## config.mk

```make
export PLATFORM = sky130hd
export DESIGN_NAME = sram_ctrl
export DESIGN_NICKNAME = d
export VERILOG_FILES = /design/src/rtl/sram_ctrl_pkg.sv /design/src/rtl/sram_ctrl_wait.sv /design/src/rtl/sram_ctrl_fsm.sv /design/src/rtl/sram_ctrl_strobe.sv /design/src/rtl/sram_ctrl_dpath.sv /design/src/rtl/sram_ctrl.sv
export SDC_FILE = /design/constraint.sdc
export NUM_CORES = 1
export LEC_CHECK = 0
export ABC_AREA = 1
export BUFFER_PORTS_ARGS = -buffer_cell sky130_fd_sc_hd__buf_2
export CORE_UTILIZATION = 40
export DETAILED_ROUTE_END_ITERATION = 10
export PLACE_DENSITY = 0.71
export SYNTH_ARGS = -nofsm -noshare
export SYNTH_HDL_FRONTEND = slang
export SYNTH_SLANG_ARGS = --single-unit
```

## constraint.sdc

```tcl
create_clock -name clk_i -period 2.8 [get_ports clk_i]
set_input_delay 0.28 -clock clk_i [delete_from_list [all_inputs] [get_ports clk_i]]
set_output_delay 0.28 -clock clk_i [all_outputs]
set_load 0.05 [all_outputs]
```

## src/rtl/sram_ctrl_pkg.sv

```systemverilog
package sram_ctrl_pkg;
  typedef enum logic [2:0] {
    ST_IDLE = 3'd0,
    ST_TURN = 3'd1,
    ST_WSU  = 3'd2,
    ST_WPW  = 3'd3,
    ST_WHD  = 3'd4,
    ST_RD   = 3'd5
  } sram_st_e;
endpackage

```

## src/rtl/sram_ctrl_wait.sv

```systemverilog
module sram_ctrl_wait #(
  parameter int RD_WAIT = 2,
  parameter int WR_WAIT = 2
) (
  input  logic clk_i,
  input  logic rst_ni,
  input  logic clr_i,
  input  logic inc_i,
  input  logic is_rd_i,
  output logic last_o
);
  localparam int MAX_WAIT = (RD_WAIT > WR_WAIT) ? RD_WAIT : WR_WAIT;
  localparam int CNT_W    = $clog2(MAX_WAIT + 1);
  localparam logic [CNT_W-1:0] RD_LAST = CNT_W'(RD_WAIT - 1);
  localparam logic [CNT_W-1:0] WR_LAST = CNT_W'(WR_WAIT - 1);

  logic [CNT_W-1:0] cnt_q;

  always_ff @(posedge clk_i or negedge rst_ni) begin
    if (!rst_ni)      cnt_q <= '0;
    else if (clr_i)   cnt_q <= '0;
    else if (inc_i)   cnt_q <= cnt_q + 1'b1;
  end

  assign last_o = (cnt_q == (is_rd_i ? RD_LAST : WR_LAST));
endmodule

```

## src/rtl/sram_ctrl_fsm.sv

```systemverilog
module sram_ctrl_fsm
  import sram_ctrl_pkg::*;
#(
  parameter int RD_WAIT = 2,
  parameter int WR_WAIT = 2
) (
  input  logic     clk_i,
  input  logic     rst_ni,
  input  logic     req_i,
  input  logic     we_i,
  input  logic     ready_i,
  output sram_st_e state_o,
  output logic     accept_o,
  output logic     rd_done_o,
  output logic     wr_done_o
);
  sram_st_e st_q, st_d;
  logic     last_rd_q;
  logic     clr, inc, last;

  sram_ctrl_wait #(.RD_WAIT(RD_WAIT), .WR_WAIT(WR_WAIT)) u_wait (
    .clk_i   (clk_i),
    .rst_ni  (rst_ni),
    .clr_i   (clr),
    .inc_i   (inc),
    .is_rd_i (st_q == ST_RD),
    .last_o  (last)
  );

  // ready cycle blocks acceptance so a held request is not re-taken
  assign accept_o = req_i && (st_q == ST_IDLE) && !ready_i;

  always_comb begin
    st_d      = st_q;
    clr       = 1'b0;
    inc       = 1'b0;
    rd_done_o = 1'b0;
    wr_done_o = 1'b0;
    case (st_q)
      ST_IDLE: if (accept_o) begin
        if (!we_i) begin
          st_d = ST_RD;
          clr  = 1'b1;
        end else if (last_rd_q) begin
          st_d = ST_TURN;
        end else begin
          st_d = ST_WSU;
        end
      end
      ST_TURN: st_d = ST_WSU;
      ST_WSU: begin
        st_d = ST_WPW;
        clr  = 1'b1;
      end
      ST_WPW: if (last) st_d = ST_WHD;
              else      inc  = 1'b1;
      ST_WHD: begin
        st_d      = ST_IDLE;
        wr_done_o = 1'b1;
      end
      ST_RD: if (last) begin
        st_d      = ST_IDLE;
        rd_done_o = 1'b1;
      end else begin
        inc = 1'b1;
      end
      default: st_d = ST_IDLE;
    endcase
  end

  always_ff @(posedge clk_i or negedge rst_ni) begin
    if (!rst_ni) begin
      st_q      <= ST_IDLE;
      last_rd_q <= 1'b0;
    end else begin
      st_q <= st_d;
      if (rd_done_o)          last_rd_q <= 1'b1;
      else if (st_q == ST_WSU) last_rd_q <= 1'b0;
    end
  end

  assign state_o = st_q;
endmodule

```

## src/rtl/sram_ctrl_strobe.sv

```systemverilog
module sram_ctrl_strobe
  import sram_ctrl_pkg::*;
(
  input  sram_st_e state_i,
  output logic     ce_no,
  output logic     oe_no,
  output logic     we_no,
  output logic     dq_oe_o
);
  // single-level decode of a registered state
  always_comb begin
    ce_no   = 1'b1;
    oe_no   = 1'b1;
    we_no   = 1'b1;
    dq_oe_o = 1'b0;
    case (state_i)
      ST_WSU: begin
        ce_no   = 1'b0;
        dq_oe_o = 1'b1;
      end
      ST_WPW: begin
        ce_no   = 1'b0;
        we_no   = 1'b0;
        dq_oe_o = 1'b1;
      end
      ST_WHD: dq_oe_o = 1'b1;
      ST_RD: begin
        ce_no = 1'b0;
        oe_no = 1'b0;
      end
      default: ;
    endcase
  end
endmodule

```

## src/rtl/sram_ctrl_dpath.sv

```systemverilog
module sram_ctrl_dpath #(
  parameter int ADDR_W = 17,
  parameter int DATA_W = 8
) (
  input  logic              clk_i,
  input  logic              rst_ni,
  input  logic              accept_i,
  input  logic              rd_done_i,
  input  logic              wr_done_i,
  input  logic [ADDR_W-1:0] addr_i,
  input  logic [DATA_W-1:0] wdata_i,
  input  logic [DATA_W-1:0] mem_dq_i,
  output logic [ADDR_W-1:0] mem_addr_o,
  output logic [DATA_W-1:0] mem_dq_o,
  output logic [DATA_W-1:0] rdata_o,
  output logic              ready_o
);
  always_ff @(posedge clk_i or negedge rst_ni) begin
    if (!rst_ni) begin
      mem_addr_o <= '0;
      mem_dq_o   <= '0;
      rdata_o    <= '0;
      ready_o    <= 1'b0;
    end else begin
      if (accept_i) begin
        mem_addr_o <= addr_i;
        mem_dq_o   <= wdata_i;
      end
      if (rd_done_i) rdata_o <= mem_dq_i;
      ready_o <= rd_done_i | wr_done_i;
    end
  end
endmodule

```

## src/rtl/sram_ctrl.sv

```systemverilog
module sram_ctrl
  import sram_ctrl_pkg::*;
#(
  parameter int ADDR_W  = 17,
  parameter int DATA_W  = 8,
  parameter int RD_WAIT = 2,
  parameter int WR_WAIT = 2
) (
  input  logic              clk_i,
  input  logic              rst_ni,
  input  logic              req_i,
  input  logic              we_i,
  input  logic [ADDR_W-1:0] addr_i,
  input  logic [DATA_W-1:0] wdata_i,
  output logic              ready_o,
  output logic [DATA_W-1:0] rdata_o,
  output logic              mem_ce_no,
  output logic              mem_oe_no,
  output logic              mem_we_no,
  output logic [ADDR_W-1:0] mem_addr_o,
  output logic [DATA_W-1:0] mem_dq_o,
  input  logic [DATA_W-1:0] mem_dq_i,
  output logic              mem_dq_oe_o
);
  sram_st_e state;
  logic     accept, rd_done, wr_done;

  sram_ctrl_fsm #(.RD_WAIT(RD_WAIT), .WR_WAIT(WR_WAIT)) u_fsm (
    .clk_i     (clk_i),
    .rst_ni    (rst_ni),
    .req_i     (req_i),
    .we_i      (we_i),
    .ready_i   (ready_o),
    .state_o   (state),
    .accept_o  (accept),
    .rd_done_o (rd_done),
    .wr_done_o (wr_done)
  );

  sram_ctrl_strobe u_strobe (
    .state_i (state),
    .ce_no   (mem_ce_no),
    .oe_no   (mem_oe_no),
    .we_no   (mem_we_no),
    .dq_oe_o (mem_dq_oe_o)
  );

  sram_ctrl_dpath #(.ADDR_W(ADDR_W), .DATA_W(DATA_W)) u_dpath (
    .clk_i      (clk_i),
    .rst_ni     (rst_ni),
    .accept_i   (accept),
    .rd_done_i  (rd_done),
    .wr_done_i  (wr_done),
    .addr_i     (addr_i),
    .wdata_i    (wdata_i),
    .mem_dq_i   (mem_dq_i),
    .mem_addr_o (mem_addr_o),
    .mem_dq_o   (mem_dq_o),
    .rdata_o    (rdata_o),
    .ready_o    (ready_o)
  );
endmodule

```

==> results of run 1 <==
-- path summary, 6_finish.rpt --
check | start | end | slack, ps | depth (start not counted)
hold reg to reg | u_dpath.mem_addr_o[9] | u_dpath.mem_addr_o[9] | 460 | 2
min in group clk_i | wdata_i[6] | u_dpath.mem_dq_o[6] | 210 | 3
max in group asynchronous | rst_ni | u_dpath.rdata_o[7] | 2140 | 1
setup reg to reg | u_fsm.state_o[1] | u_dpath.mem_addr_o[14] | 1220 | 6
setup / recovery | u_fsm.state_o[2] | mem_ce_no | 950 | 5
hold / removal | rst_ni | u_dpath.mem_addr_o[5] | 110 | 1
-- registers in the layout (all words and copies together), names as in the netlist --
name                cells
u_dpath.mem_addr_o     17
u_dpath.mem_dq_o        8
u_dpath.rdata_o         8
u_dpath.ready_o         1
u_fsm.last_rd_q         1
u_fsm.state_o           3
u_fsm.u_wait.cnt_q      2
-- final cells by class --
class | count | area [um^2]
sequential | 40 | 1000
fill | 399 | 1910
clock buffer | 6 | 72.6
timing repair buffer | 75 | 378
clock inverter | 1 | 5.00
multi-input combinational | 140 | 646
inverter | 18 | 67.6
tap | 50 | 62.6
-- placed cells by master (no fill, tap or decap), types with 2 or more instances in the layout --
cell type,netlist,layout
nor2_1,6,6
clkbuf_8,0,5
nand3_1,34,34
inv_1,15,15
o21ai_0,9,9
nand2_1,81,81
inv_2,3,3
dfrtp_1,40,40
nand2_4,2,2
buf_2,4,74
-- routing by layer --
metal | wire [um] | share of wire
met5 | 0 | 0
met4 | 53 | 0.014
met3 | 390 | 0.10
met2 | 1580 | 0.42
met1 | 1740 | 0.46
-- worst max-delay path: cells and delay by family (launching register included) --
kind	cells	cell delay (ps)
buffers and inverters	2	390
flip-flops	1	580
AND/OR/NAND/NOR	3	310
-- logic make-up (layout without fill, tap and decap cells) --
kind of cell | count (synthesis) | count (layout) | synth area share
buffers and inverters | 27 | 100 | 0.0745
adders and majority gates | 1 | 1 | 0.00703
DFF | 40 | 40 | 0.563
AOI/OAI and AO/OA | 11 | 11 | 0.0330
and+or+nand+nor | 128 | 128 | 0.323
-- through the flow --
step / hold WS [ps] / setup slack, ps / cells / util / cell area, um^2
2_1_floorplan: -15.6 / 777 / 207 / - / 1780
3_3_place_gp: 449 / 1210 / 323 / 0.520 / 2150
3_5_place_dp: 453 / 1230 / 323 / 0.520 / 2150
4_1_cts: 144 / 957 / 330 / 0.539 / 2230
5_1_grt: 171 / 873 / 330 / 0.539 / 2230
6_report: 111 / 952 / 330 / 0.539 / 2230
==> reports/metrics.cfg, run 1 <==
[placement]
gp_congestion = 0.842
io_buffers = 74
dp_hpwl_um = 2570

[timing]
fmaxAchievable_ghz = 0.541
worstMarginPinSlew_ps = 885
slew-limit-headroom = 0.410
hold_viol_final = 0
clock_skew_ps = 5.09
setup-violations-final = 0
rsz0062_at_grt = no
fin_crit_sh = 0.660
tns_ps = 0
min_period_ps = 1850
report.final.slew_viol_count = 0

[clocking]
cts_tree = yes
postCtsHoldBufs = 0
cts.sink_count = 40
cts_root_buf = clkbuf_8
clk_latency_ps = 290
cts_setup_buffers = 0
cts_buffers = 5
htreeDepth = 2
cts.repair.resized = 0
cts_buffer_depth = 2
clk_pin_slew_ps = 70

[floorplanning]
start_util = 0.429
coreArea_um2 = 4140
dieArea_um2 = 4720
rows = 23
die_h_um = 68.7
io-pin-count = 75
fp.dieW_um = 68.7

[layout]
antennaDiodeCount = 0
nNetsFinal = 318
area_growth_pct = 25.5
drive_gt1_frac = 0.325

[critical_path]
endpoint_kind = primary output
slowest_stage = dfrtp_1
start_kind = register
crit_type = reg -> out
max_stage_delay_ps = 580
worstPathCellList = inv_2 -> nand3_1 -> nand2_1 -> nor2_1 -> buf_2
path_max_fanout = 7
cp.arrival_ps = 1570
required_ps = 2520

[yosys]
synth_top_area_cell = dfrtp_1
syn_avg_cell_area_um2 = 8.60
yosysMostFrequentCell = nand2_1
yosys.cell_types.count = 19
synth_area_leaders = dfrtp_1, nand2_1, nand3_1, inv_1, o21ai_0
synthCells = 207
ys_ff_latch = 40
yosysTopAreaCellShare = 0.563
async_flop_share = 1.00
ys_warn_count = 0
synth_edf_count = 0
yosys-top-cells-count = nand2_1, dfrtp_1, nand3_1, inv_1, o21ai_0
ys_seq_area_frac = 0.563
synth_nets = 245
synthFlopType = dfrtp_1
synth_area_um2 = 1780

[grt]
grt_pass1_vias = 1238
grt_max_degree = 41
grt.busiest_layer = met2
grt_pass1_wl_um = 5660
grtUsageMet2 = 0.234
use_met1 = 0.227
use_met3 = 0.0658
grt-ovfl-total = 0
antenna_found_initial = 0
grt_use_total = 0.166

[detailed_routing]
viasPerCell = 4.68
dr_total_vias = 1543
drt_iter0_markers = 169
dr.pass1.iters = 4
ant_nets = 0
drc_errors = 0
wire_per_inst_um = 11.4
wl_um = 3770

[flow_run]
cap_viol_max_count = 0

[run_status]
status = finished clean

[min_path]
hold_path.class = in -> async

Power of run 1 is left out: the tool's default activity adds up to more than one toggle a clock period on the data nets, which glitch-free logic cannot reach.
==> run 2, diff against run 1 <==
--- a/config.mk
+++ b/config.mk
@@ -9,7 +9,7 @@
 export BUFFER_PORTS_ARGS = -buffer_cell sky130_fd_sc_hd__buf_2
 export CORE_UTILIZATION = 40
 export DETAILED_ROUTE_END_ITERATION = 10
-export PLACE_DENSITY = 0.71
+export PLACE_DENSITY = 0.73
 export SYNTH_ARGS = -nofsm -noshare
 export SYNTH_HDL_FRONTEND = slang
 export SYNTH_SLANG_ARGS = --single-unit
==> constraint.sdc (replaced) <==
create_clock -name clk_i -period 1.65 [get_ports clk_i]
set_input_delay 0.165 -clock clk_i [delete_from_list [all_inputs] [get_ports clk_i]]
set_output_delay 0.165 -clock clk_i [all_outputs]
set_load 0.05 [all_outputs]
==> run 2 against run 1 <==
  * Setup slack got worse by 830 ps
  * Global-route usage rose by 0.91 points
  * Via count up 3.4%
  * Largest cell class unchanged
==> reports/metrics.cfg, run 2 (synthesis results as in run 1) <==
[run_status]
status = finished clean

[detailed_routing]
dr_wl_met3_um = 341
viasPerCell = 4.76
dr.max_layer_used = met4
dr_total_vias = 1595
wl_um = 3850
ant_nets = 0
drt_iter0_markers = 102
met2_length_um = 1710
drc_errors = 0
wire_per_inst_um = 11.5
wl_met1_um = 1780
dr.pass1.iters = 4

[clocking]
clk_latency_ps = 280
clk_pin_slew_ps = 70
htreeDepth = 2
cts_root_buf = clkbuf_8
cts.sink_count = 40
cts_buffers = 5
cts_buffer_depth = 2
cts_tree = yes

[timing]
tns_ps = 0
hold_viol_final = 0
clock_skew_ps = 3.72
worstMarginPinSlew_ps = 514
setup-violations-final = 0
report.final.slew_viol_count = 0
fin_crit_sh = 0.928
min_period_ps = 1530
fmaxAchievable_ghz = 0.653
slew-limit-headroom = 0.657
rsz0062_at_grt = no

[grt]
grt_pass1_vias = 1442
grt_max_degree = 41
antenna_found_initial = 0
grt-ovfl-total = 0
grt_pass1_wl_um = 6050
grt_use_total = 0.175

[critical_path]
start_kind = register
crit_type = reg -> out
path_max_fanout = 7
required_ps = 1480
r2r-start = u_fsm.state_o[1]
endpoint_kind = primary output
cp-startpoint = u_fsm.state_o[0]
cp.arrival_ps = 1370

[layout]
drive_gt1_frac = 0.347
antennaDiodeCount = 0
fin_util = 0.559
largest_reg_flops = 17
top_register = u_dpath.mem_addr_o
final_cells = 335
largestRegisters = u_dpath.mem_addr_o x17, u_dpath.mem_dq_o x8, u_dpath.rdata_o x8
layout.cells.most_common = nand2_1
area_growth_pct = 30.2
final_cell_mix = nand2_1, buf_2, dfrtp_1, nand3_1, inv_1
nNetsFinal = 322

[floorplanning]
rows = 23
dieArea_um2 = 4720
io-pin-count = 75
start_util = 0.429
coreArea_um2 = 4140
fp.dieW_um = 68.7
die_h_um = 68.7

[placement]
dp_cells = 325
io_buffers = 74
dp_hpwl_um = 2680
gp_congestion = 0.889

[min_path]
worstHoldStart = addr_i[4]
hold_path.class = in -> reg

[flow_run]
cap_viol_max_count = 0

==> run 2: cell types whose count changed in the layout (fill, tap and decap cells not counted) <==
| cell | delta |
|---|---|
| buf_12 | +2 |
| buf_4 | +1 |
| clkbuf_8 | +1 |
| clkinv_2 | -1 |
| clkinvlp_4 | +1 |
| dfrtp_1 | -3 |
| dfrtp_2 | +3 |
| dlygate4sd3_1 | +1 |
| nor2_1 | -1 |
| nor2_4 | +1 |
==> run 2: metrics by stage <==
| stage | hold WS (ps) | worst slack, ps | cell area (um^2) |
|---|---|---|---|
| after floorplan | -131 | 42.8 | 1790 |
| after global placement | 254 | 282 | 2200 |
| after detailed placement | 262 | 253 | 2200 |
| final | 106 | 120 | 2320 |
| after CTS | 97.6 | 40.3 | 2310 |
| after global routing | 99.4 | 9.10 | 2320 |
==> run 2: cell type report <==
cell class | count | area, um^2
Sequential cell | 40 | 1000
Tap cell | 50 | 62.6
Timing Repair Buffer | 79 | 435
Multi-Input combinational cell | 140 | 653
Fill cell | 388 | 1830
Inverter | 18 | 67.6
Clock inverter | 1 | 7.51
Clock buffer | 7 | 86.3
==> run 2: what timing repair did <==
| item | 4_1_cts | 5_1_grt |
|---|---|---|
| buffers inserted | 0 | 1 |
| hold buffers | 1 | 0 |
| endpoints found under the setup margin | 1 | 2 |
| gates resized for setup | 1 | 2 |
| endpoints found under the hold margin | 40 | 0 |
==> run 2: final timing paths <==
check                      cells past startpoint  slack, ps                endpoint
setup / recovery                               5        120               mem_ce_no
hold / removal                                 3        110   u_dpath.mem_addr_o[4]
setup reg to reg                               6        290  u_dpath.mem_addr_o[15]
hold reg to reg                                2        470   u_dpath.mem_addr_o[4]
max in group asynchronous                      3        790        u_fsm.state_o[1]
min in group asynchronous                      3        470   u_dpath.mem_addr_o[6]
==> run 2: worst max-delay path, stage by stage, from the launching register on <==
cell and delay, ps:
dfrtp_2 440, inv_2 70, nand3_1 140, inv_1 90, nor2_4 90, buf_2 250
==> run 2: per-layer routing <==
metal	GRT usage	vias up
met3	0.0707	2
met5	0	-
met1	0.214	714
met2	0.279	72
met4	0.0561	0
li1	-	807
Power of run 2 is left out for the same reason.
==> run 3, diff against run 2 <==
==> constraint.sdc (replaced) <==
create_clock -name clk_i -period 1.65 [get_ports clk_i]
set_input_delay 0.0825 -clock clk_i [delete_from_list [all_inputs] [get_ports clk_i]]
set_output_delay 0.0825 -clock clk_i [all_outputs]
set_load 0.05 [all_outputs]
==> run 3 against run 2 <==
  * Non-clock buffer count decreased by 1
  * Clock-buffer cell count unchanged
  * Hold slack got worse by 88 ps
  * Maximum frequency decreased by 0.47%
  * Wire length increased by 1.6%
  * Via count decreased by 1.2%
  * Register-to-register slack got worse by 20 ps
  * Clock skew increased by 0.55 ps
  * Setup slack got worse by 7.3 ps
  * Global-route usage decreased by 0.052 points
  * Die area unchanged
  * Sequential cell count unchanged
  * Critical endpoint unchanged
  * Largest cell class unchanged
==> reports/metrics.cfg, run 3 (synthesis results as in run 1) <==
[run_status]
status = finished clean

[critical_path]
crit_family = flip-flops
start_kind = register
r2r-start = u_fsm.state_o[1]
endpoint_kind = primary output
cp.depth = 5
path_max_fanout = 7
worstPathCellList = inv_2 -> nand3_1 -> inv_1 -> nor2_2 -> buf_2
reg2reg_depth = 6
ff2ff_setup_slack_ps = 270
regToRegEndpoint = u_dpath.mem_dq_o[4]
required_ps = 1570
cp-startpoint = u_fsm.state_o[2]
cp.arrival_ps = 1460
max_stage_delay_ps = 490
crit_type = reg -> out
slowest_stage = dfrtp_2
crit_path_end = mem_ce_no
critPathBufInv = 3

[detailed_routing]
ant_nets = 0
drt_iter0_markers = 131
dr.pass1.iters = 4
drc_errors = 0
dr_total_vias = 1576
wl_um = 3920
wire_per_inst_um = 11.7
viasPerCell = 4.72

[timing]
fmaxAchievable_ghz = 0.650
rsz0062_at_grt = no
fin_crit_sh = 0.932
worstMarginPinSlew_ps = 499
slew-limit-headroom = 0.667
hold_viol_final = 0
report.final.slew_viol_count = 0
tns_ps = 0
min_period_ps = 1540
clock_skew_ps = 4.27
setup-violations-final = 0

[layout]
antennaDiodeCount = 0
drive_gt1_frac = 0.342
layout.cells.most_common = nand2_1
final_cell_mix = nand2_1, buf_2, dfrtp_1, nand3_1, inv_1
top_register = u_dpath.mem_addr_o
largest_reg_flops = 17
nNetsFinal = 321
largestRegisters = u_dpath.mem_addr_o x17, u_dpath.mem_dq_o x8, u_dpath.rdata_o x8
area_growth_pct = 29.8

[placement]
io_buffers = 74
dp_hpwl_um = 2780
gp_congestion = 0.809

[clocking]
clk_latency_ps = 290
clk_pin_slew_ps = 80
cts_buffer_depth = 2
cts.sink_count = 40
cts_buffers = 5
cts_root_buf = clkbuf_8
cts_setup_buffers = 0
cts_tree = yes
htreeDepth = 2

[floorplanning]
start_util = 0.429
coreArea_um2 = 4140
die_h_um = 68.7
fp.dieW_um = 68.7
io-pin-count = 75
rows = 23
dieArea_um2 = 4720

[flow_run]
cap_viol_max_count = 0

[min_path]
hold_path.class = in -> reg

[grt]
grt_max_degree = 41
antenna_found_initial = 0
grt.busiest_layer = met2
grt_use_total = 0.174
grt_pass1_vias = 1348
use_met1 = 0.218
grtUsageMet2 = 0.282
grt-ovfl-total = 0
grt_pass1_wl_um = 5960
use_met3 = 0.0543

-- run 3: worst min-delay path: stages --
cell and delay [ps]:
buf_2 80, nand3_1 60, nand2_1 60
-- run 3: timing repair --
item                       in CTS  in global routing
setup endpoints to repair       1                  0
hold buffers                    1                  0
gates resized for setup         1                  0
hold endpoints to repair       40                  0
-- run 3: stage by stage --
step                hold WS, ps  utilization  setup WS, ps  std cells  instance area [um^2]
finish                     18.3        0.557           112        334                  2310
global route               21.8        0.557          22.3        334                  2310
CTS                        11.6        0.557           102        334                  2310
detailed placement          177        0.524           270        325                  2170
global placement            175        0.524           301        325                  2170
floorplan                  -213            -          26.6        207                  1780
-- run 3: area by class of cell --
| class | count | area (um^2) |
|---|---|---|
| clock inverter | 1 | 30.0 |
| inverter | 18 | 67.6 |
| multi-input combinational | 140 | 648 |
| tap | 50 | 62.6 |
| fill | 395 | 1830 |
| clock buffer | 7 | 96.3 |
| sequential | 40 | 1000 |
| timing repair buffer | 78 | 403 |
-- run 3: worst min path at each step --
stage / endpoint / cells after the start / slack (ps) / start
final: u_dpath.mem_addr_o[4] / 3 / 20 / addr_i[4]
after detailed placement: u_dpath.mem_addr_o[4] / 2 / 180 / rst_ni
after global routing: u_dpath.mem_dq_o[4] / 3 / 20 / wdata_i[4]
after CTS: u_dpath.mem_addr_o[9] / 3 / 10 / addr_i[9]
after floorplan: u_dpath.mem_addr_o[0] / 0 / -210 / rst_ni
after global placement: u_dpath.mem_addr_o[6] / 2 / 180 / rst_ni
-- run 3: routing by layer --
metal | routed length, um | part of all wire | up-vias
li1 | - | - | 803
met1 | 1710 | 0.44 | 704
met2 | 1810 | 0.46 | 65
met3 | 364 | 0.093 | 4
met4 | 34 | 0.0087 | 0
met5 | 0 | 0 | -
Power of run 3 is left out for the same reason.
